===== src/rtl/led_status_pkg.sv =====
package led_status_pkg;

    // Phase of a blink cycle: a cycle opens dark, then closes lit.
    typedef enum logic {
        PH_LIT  = 1'b0,
        PH_DARK = 1'b1
    } blink_phase_e;

    // Registered lamp states, before the polarity stage.
    typedef struct packed {
        logic link_lit;
        logic speed_lit;
    } lamp_state_t;

    localparam int unsigned NUM_LAMPS = 2;

endpackage


===== src/rtl/led_blink_timer.sv =====
module led_blink_timer
    import led_status_pkg::*;
#(
    parameter int unsigned HALF_CYCLES = 2_500_000
) (
    input  logic clk,
    input  logic rst_n,
    input  logic link_ok,
    input  logic carrier,
    output logic lit
);

    localparam int unsigned CW = (HALF_CYCLES > 1) ? $clog2(HALF_CYCLES) : 1;
    localparam logic [CW-1:0] CNT_LAST = CW'(HALF_CYCLES - 1);

    typedef struct packed {
        logic          busy;
        blink_phase_e  phase;
        logic [CW-1:0] cnt;
        logic          lit;
    } blink_state_t;

    blink_state_t st_d, st_q;

    always_comb begin
        st_d = st_q;
        if (!link_ok) begin
            st_d.busy  = 1'b0;
            st_d.phase = PH_LIT;
            st_d.cnt   = '0;
        end else if (!st_q.busy) begin
            if (carrier) begin
                st_d.busy  = 1'b1;
                st_d.phase = PH_DARK;
                st_d.cnt   = '0;
            end
        end else if (st_q.cnt == CNT_LAST) begin
            st_d.cnt = '0;
            if (st_q.phase == PH_DARK) begin
                st_d.phase = PH_LIT;
            end else if (carrier) begin
                st_d.phase = PH_DARK;
            end else begin
                st_d.busy = 1'b0;
            end
        end else begin
            st_d.cnt = st_q.cnt + 1'b1;
        end
        st_d.lit = link_ok && !(st_d.busy && st_d.phase == PH_DARK);
    end

    always_ff @(posedge clk or negedge rst_n) begin
        if (!rst_n) begin
            st_q <= '0;
        end else begin
            st_q <= st_d;
        end
    end

    assign lit = st_q.lit;

    AST_LINK_DOWN_DARK: assert property (@(posedge clk) disable iff (!rst_n)
        !link_ok |=> !lit) else $error("link lamp lit without link");

    AST_BLINK_OPENS_DARK: assert property (@(posedge clk) disable iff (!rst_n)
        (link_ok && !st_q.busy && carrier) |=> !lit) else $error("cycle did not open dark");

    AST_IDLE_STEADY: assert property (@(posedge clk) disable iff (!rst_n)
        (link_ok && !st_q.busy && !carrier) |=> lit) else $error("idle lamp not lit");

    AST_CNT_RANGE: assert property (@(posedge clk) disable iff (!rst_n)
        st_q.cnt <= CNT_LAST) else $error("prescaler overrun");

    AST_PHASE_HOLDS: assert property (@(posedge clk) disable iff (!rst_n)
        (link_ok && st_q.busy && st_q.cnt != CNT_LAST) |=> $stable(st_q.phase)) else $error("phase moved mid-half");

endmodule


===== src/rtl/led_polarity.sv =====
module led_polarity #(
    parameter int unsigned N = 2
) (
    input  logic [N-1:0] lit,
    input  logic [N-1:0] pol,
    output logic [N-1:0] pin
);

    for (genvar i = 0; i < N; i++) begin : g_lamp
        // pol = 1: pin high when lit; pol = 0: pin low when lit
        assign pin[i] = pol[i] ? lit[i] : !lit[i];
    end

endmodule


===== src/rtl/led_status_top.sv =====
module led_status_top
    import led_status_pkg::*;
#(
    parameter int unsigned HALF_CYCLES = 2_500_000
) (
    input  logic clk,
    input  logic rst_n,
    input  logic link_ok,
    input  logic carrier,
    input  logic speed_100,
    input  logic isolate,
    input  logic link_pol,
    input  logic speed_pol,
    output logic link_led,
    output logic speed_led
);

    lamp_state_t lamp;
    logic        speed_lit_d, speed_lit_q;
    logic        link_lit;
    logic [NUM_LAMPS-1:0] pins;

    led_blink_timer #(
        .HALF_CYCLES(HALF_CYCLES)
    ) u_blink (
        .clk    (clk),
        .rst_n  (rst_n),
        .link_ok(link_ok),
        .carrier(carrier),
        .lit    (link_lit)
    );

    always_comb begin
        speed_lit_d = speed_100 && !isolate;
    end

    always_ff @(posedge clk or negedge rst_n) begin
        if (!rst_n) begin
            speed_lit_q <= 1'b0;
        end else begin
            speed_lit_q <= speed_lit_d;
        end
    end

    assign lamp.link_lit  = link_lit;
    assign lamp.speed_lit = speed_lit_q;

    led_polarity #(
        .N(NUM_LAMPS)
    ) u_pol (
        .lit({lamp.speed_lit, lamp.link_lit}),
        .pol({speed_pol, link_pol}),
        .pin(pins)
    );

    assign link_led  = pins[0];
    assign speed_led = pins[1];

    AST_ISOLATE_DARK: assert property (@(posedge clk) disable iff (!rst_n)
        isolate |=> (speed_led == !speed_pol)) else $error("speed lamp lit in isolate");

    AST_SLOW_DARK: assert property (@(posedge clk) disable iff (!rst_n)
        !speed_100 |=> !lamp.speed_lit) else $error("speed lamp lit at 10M");

    AST_FAST_LIT: assert property (@(posedge clk) disable iff (!rst_n)
        (speed_100 && !isolate) |=> lamp.speed_lit) else $error("speed lamp dark at 100M");

endmodule


===== config.mk =====
export PLATFORM = sky130hd
export DESIGN_NAME = led_status_top
export DESIGN_NICKNAME = d
export VERILOG_FILES = /design/src/rtl/led_status_pkg.sv /design/src/rtl/led_blink_timer.sv /design/src/rtl/led_polarity.sv /design/src/rtl/led_status_top.sv
export SDC_FILE = /design/constraint.sdc
export NUM_CORES = 1
export LEC_CHECK = 0
export BUFFER_PORTS_ARGS = -buffer_cell sky130_fd_sc_hd__buf_2
export CORE_ASPECT_RATIO = 0.6
export CORE_MARGIN = 2
export CORE_UTILIZATION = 35
export CTS_CLUSTER_SIZE = 12
export DETAILED_ROUTE_END_ITERATION = 7
export HOLD_SLACK_MARGIN = 0.08
export SLEW_MARGIN = 25
export SYNTH_ARGS = -nofsm -noshare
export SYNTH_HDL_FRONTEND = slang
export SYNTH_SLANG_ARGS = --single-unit

===== constraint.sdc =====
create_clock -name clk -period 3.5 [get_ports clk]
set_clock_uncertainty 0.15 [all_clocks]
set_input_delay 0.175 -clock clk [delete_from_list [all_inputs] [get_ports clk]]
set_output_delay 0.175 -clock clk [all_outputs]
set_load 0.01 [all_outputs]

==> results of run 1 <==
logic make-up (layout without fill, tap and decap cells):
group / after synthesis / count (layout)
AND/OR/NAND/NOR: 88 / 88
buffers and inverters: 10 / 22
flip-flops: 26 / 26
AO/OA/AOI/OAI: 32 / 32
adder cells (fa/ha/maj): 1 / 1
multiplexers: 1 / 1
XOR/XNOR: 10 / 10
power breakdown:
part,leakage [nW],switching [mW],internal [mW],total (mW)
Combinational,0.291,0.0296,0.0171,0.0467
Clock,0.0216,0.0956,0.0774,0.173
Sequential,0.358,0.00552,0.304,0.310
Total,0.670,0.131,0.399,0.530
through the flow:
step | total power [mW] | utilization [%] | hold WS [ps] | setup WS (ps) | instance area [um2]
after global placement | 0.358 | 38.8 | 57.9 | 1140 | 1580
after floorplan | 0.338 | - | -271 | 1410 | 1480
final | 0.530 | 40.8 | 151 | 925 | 1660
after global routing | 0.552 | 40.8 | 142 | 758 | 1660
after CTS | 0.535 | 40.8 | 135 | 986 | 1660
after detailed placement | 0.359 | 38.8 | 71.1 | 1010 | 1580
Yosys cell counts, drive strengths merged, types with 2 or more instances:
library cell / n / share of area, %
a211o: 2 / 1.3
a21o: 3 / 1.5
a21oi: 9 / 3.0
a31oi: 2 / 0.85
and3: 6 / 2.6
and4: 2 / 1.2
buf: 3 / 1.0
clkbuf: 2 / 0.59
dfrtp: 26 / 44
inv: 4 / 1.0
nand2: 12 / 3.0
nand3: 12 / 4.1
nand4: 7 / 3.0
nor2: 22 / 5.6
nor3: 8 / 2.7
nor4: 4 / 1.7
nor4b: 3 / 1.8
o211ai: 2 / 1.0
o21ai: 8 / 2.7
or3: 3 / 1.3
or4: 3 / 1.9
xnor2: 9 / 5.3
routing by layer:
layer / routed length, um / share of wire [%] / GRT usage (%) / vias to the layer above
li1: - / - / - / 646
met5: 0 / 0 / 0 / -
met1: 1950 / 50 / 27.9 / 675
met4: 61 / 1.6 / 5.13 / 0
met3: 389 / 10 / 5.88 / 9
met2: 1480 / 38 / 23.4 / 82
sequential cells by signal, indices dropped and copies added, names as in the netlist:
register and flops:
speed_lit_q 1, u_blink.st_q 24, u_blink.lit 1
critical path: cells and delay by family, from the launching register on:
kind,cells,cell delay (ps)
AND/OR/NAND/NOR,2,560
adder cells (fa/ha/maj),1,290
AO/OA/AOI/OAI,3,1050
flip-flops,1,410
cell type report:
class,count,area (um2)
fill,424,2410
sequential,26,651
tap,60,75.1
timing repair buffer,14,92.6
clock buffer,3,41.3
inverter,5,18.8
multi-input combinational,132,785
worst min path at each step:
| stage | startpoint | endpoint | slack [ps] | cells past startpoint |
|---|---|---|---|---|
| global route | link_ok | u_blink.st_q[24] | 140 | 3 |
| CTS | link_ok | u_blink.st_q[24] | 140 | 3 |
| global placement | rst_n | u_blink.st_q[17] | 60 | 1 |
| floorplan | rst_n | speed_lit_q | -270 | 0 |
| finish | link_ok | u_blink.st_q[24] | 150 | 3 |
| detailed placement | rst_n | u_blink.st_q[19] | 70 | 1 |
placed cells by master (no fill, tap or decap), types with 5 or more instances in the layout:
cell and instances:
dfrtp_1 26, nor2_1 22, nand3_1 12, nand2_1 12, a21oi_1 9, xnor2_1 9, buf_2 9, nor3_1 8
nand4_1 7, o21ai_0 6, and3_1 5
what timing repair did:
action                                 CTS  global route
setup buffers                            0             0
endpoints found under the hold margin   29             0
hold buffers                             4             0
==> flow_summary.yaml, run 1 <==
global_routing:
  antenna_found_initial: 0
  grt_pass1_wl_um: 6360
  grt_max_degree: 27
  overflow: 0
  track_usage_pct: 18.1
  grt_pass1_vias: 1244
finish:
  fin_cells: 240
  antennaDiodeCount: 0
  drive_gt1_share_pct: 10.0
  final_nets: 191
  area_delta_synth_final_pct: 12.5
synth:
  synth_area_per_cell_um2: 8.80
  synth.cell_area_um2: 1480
  synth.distinct_cells: 44
  syn_inst: 168
  synthArstFlopShare_pct: 100
  syn-num-nets: 177
  synth_top_family_by_area: "simple AND/OR/NAND/NOR gates"
  seq_area_frac_synth_pct: 44.0
  synth-adder-area-share_pct: 0.847
  synth_xor_area_share_pct: 5.93
  synthFlopType: "dfrtp_1"
  muxShareOfSynthArea_pct: 0.677
  synthSimpleGateAreaFrac_pct: 31.9
  synth_compound_area_share_pct: 13.7
  synth-edff-count: 0
  yosysWarnings: 0
  synth_seq_cells: 26
pwr:
  leakagePower_nw: 0.670
  powerDensity_nw_per_um2: 318
  vdd_drop_max_uv: 122
route:
  viasPerCell: 5.88
  route.vias.total: 1412
  wl_per_cell_um: 16.1
  drtPass1Iterations: 7
  drc: 0
  postRouteAntennaNets: 0
  drtIter0Drc: 152
  routed_wl_um: 3880
timing:
  finalHoldViolCount: 0
  drv_slew: 0
  rsz0062_at_grt: "false"
  finalSetupViolations: 0
  post-route-period-util_pct: 73.6
  fmax_ghz: 0.388
  slew_headroom_pct: 51.4
  finalSetupTns_ps: 0
  period_needed_ps: 2570
  worst_pin_slew_ps: 724
place:
  dp_cells: 233
  hpwl_um: 2840
  port-buffer-count: 9
  gp_congestion: 0.847
worst_setup_path:
  crit_start: "u_blink.st_q[1]"
  worst_ep_required_time_ps: 3520
  endpoint_kind: "flop"
  max_stage_delay_ps: 610
  crit_chain: "ha_1, nand2_1, or3_1, o21ai_1, o21ai_0, a21o_1"
  path_class: "reg2reg"
  cp-endpoint: "u_blink.st_q[4]"
  cp-start-kind: "flop"
  rrSetupSlack_ps: 930
  r2r-start: "u_blink.st_q[1]"
  r2r_cells: 6
  cp.arrival_ps: 2590
  cpMaxStageDelayCell: "o21ai_1"
  crit_fanout: 11
  rr_endpoint: "u_blink.st_q[4]"
clock_tree:
  root_buffer: "clkbuf_8"
  post_cts_resized: 0
  clk_pin_slew_ps: 90
  clock_latency_ps: 280
  htree_levels: 1
  clockBufferDepth: 2
  cts_made_buffers: 3
  clkSinkCount: 26
  cts_tree: "yes"
floorplanning:
  io_pins: 10
  die_h_um: 54.3
  fp-row-count: 18
  die-area_um2: 4770
  fp.coreArea_um2: 4080
  start_util_pct: 36.2
  fp.dieW_um: 87.9
run:
  cap_violations: 0
min_path:
  hold_class: "in2reg"
status:
  outcome: "completed"
(Power assumes the default switching activity.)
==> run 2, diff against run 1 <==
==> constraint.sdc (replaced) <==
create_clock -name clk -period 2.37 [get_ports clk]
set_clock_uncertainty 0.15 [all_clocks]
set_input_delay 0.1185 -clock clk [delete_from_list [all_inputs] [get_ports clk]]
set_output_delay 0.1185 -clock clk [all_outputs]
set_load 0.01 [all_outputs]
==> flow_summary.yaml, run 2 (synthesized netlist as in run 1, its figures left out) <==
global_routing:
  grt_pass1_wl_um: 6030
  overflow: 0
  grt_pass1_vias: 1215
  grt_max_degree: 27
  track_usage_pct: 16.7
  antenna_found_initial: 0
route:
  routed_wl_um: 3730
  route.vias.total: 1355
  drtIter0Drc: 92
  drc: 0
  drtPass1Iterations: 4
  viasPerCell: 5.49
  postRouteAntennaNets: 0
  wl_per_cell_um: 15.1
finish:
  top_register: "u_blink.st_q"
  final_nets: 198
  antennaDiodeCount: 0
  largest_reg_flops: 24
  drive_gt1_share_pct: 12.8
  final_cell_mix: "26 x dfrtp_1, 22 x nor2_1, 12 x nand3_1, 12 x nand2_1"
  fin_area_um2: 1720
  seq_area_um2: 651
  area_delta_synth_final_pct: 16.3
  multi_input_area_um2: 785
  fillers: 410
  mostFrequentLayoutCell: "dfrtp_1"
timing:
  rsz0062_at_grt: "false"
  finalSetupViolations: 0
  hold-worst-slack_ps: 244
  finalSetupTns_ps: 0
  post-route-period-util_pct: 91.7
  worst_pin_slew_ps: 618
  finalHoldViolCount: 0
  fmax_ghz: 0.460
  period_needed_ps: 2170
  drv_slew: 0
  slew_headroom_pct: 58.8
floorplanning:
  fp-row-count: 18
  die-area_um2: 4770
  fp.coreArea_um2: 4080
  fp.dieW_um: 87.9
  start_util_pct: 36.2
  io_pins: 10
  die_h_um: 54.3
clock_tree:
  cts_made_buffers: 3
  cts_tree: "yes"
  clock_latency_ps: 270
  clk_pin_slew_ps: 90
  post-cts-setup-buffers: 0
  post_cts_resized: 0
  clkSinkCount: 26
  root_buffer: "clkbuf_8"
  htree_levels: 1
  clockBufferDepth: 2
status:
  outcome: "completed"
place:
  place_area_um2: 1630
  hpwl_um: 2730
  gp_congestion: 0.874
  port-buffer-count: 9
pwr:
  leakagePower_nw: 0.703
  powerDensity_nw_per_um2: 458
  vdd_drop_max_uv: 193
worst_setup_path:
  cp.arrival_ps: 2190
  worst_ep_required_time_ps: 2390
  rrSetupSlack_ps: 200
  cp-endpoint: "u_blink.st_q[14]"
  r2r_cells: 7
  cp-start-kind: "flop"
  path_class: "reg2reg"
  crit_start: "u_blink.st_q[1]"
  endpoint_kind: "flop"
  r2r-start: "u_blink.st_q[1]"
  crit_fanout: 8
  rr_endpoint: "u_blink.st_q[14]"
run:
  cap_violations: 0
min_path:
  hold_class: "in2async"
run 2: per-layer routing:
layer | up-vias | GRT usage (%) | wire length, um
met5 | - | 0 | 0
met4 | 0 | 2.31 | 0
met3 | 0 | 4.68 | 280
met2 | 51 | 23.2 | 1510
met1 | 644 | 25.9 | 1930
li1 | 660 | - | -
run 2: worst min-delay path by stage:
stage | slack, ps | end | startpoint
6_report | 240 | u_blink.st_q[21] | rst_n
5_1_grt | 310 | u_blink.st_q[21] | rst_n
4_1_cts | 260 | u_blink.st_q[21] | rst_n
3_5_place_dp | 30 | u_blink.st_q[17] | rst_n
3_3_place_gp | 8 | u_blink.st_q[18] | rst_n
2_1_floorplan | -330 | speed_lit_q | rst_n
run 2: final cells by class:
cell class,count,share of cell area [%]
clock buffer,3,2.40
tap,60,4.37
timing repair buffer,21,8.59
sequential,26,37.9
multi-input combinational,132,45.7
inverter,5,1.09
run 2: what timing repair did:
item / in CTS / in global routing
hold buffers: 5 / 0
endpoints found under the hold margin: 32 / 0
endpoints found under the setup margin: 0 / 0
run 2: report_power, final:
| part | switching, mW | internal, mW | total (mW) |
|---|---|---|---|
| Sequential | 0.00553 | 0.450 | 0.455 |
| Clock | 0.140 | 0.114 | 0.254 |
| Combinational | 0.0480 | 0.0305 | 0.0785 |
| Total | 0.193 | 0.594 | 0.787 |
run 2: worst max-delay path: stages (launching register included):
cell     delay [ps]
dfrtp_1         400
ha_1            180
nand2_1         100
or3_1           410
o21ai_1         310
buf_4           220
o21ai_0         100
a21o_1          190
run 2: per-stage QoR:
stage | instances | worst slack, ps | total power, mW | util (%)
floorplan | 168 | 283 | 0.499 | -
global placement | 239 | 260 | 0.534 | 39.9
detailed placement | 239 | 226 | 0.536 | 39.9
CTS | 247 | 223 | 0.798 | 42.1
global route | 247 | 57.1 | 0.826 | 42.1
finish | 247 | 196 | 0.787 | 42.1
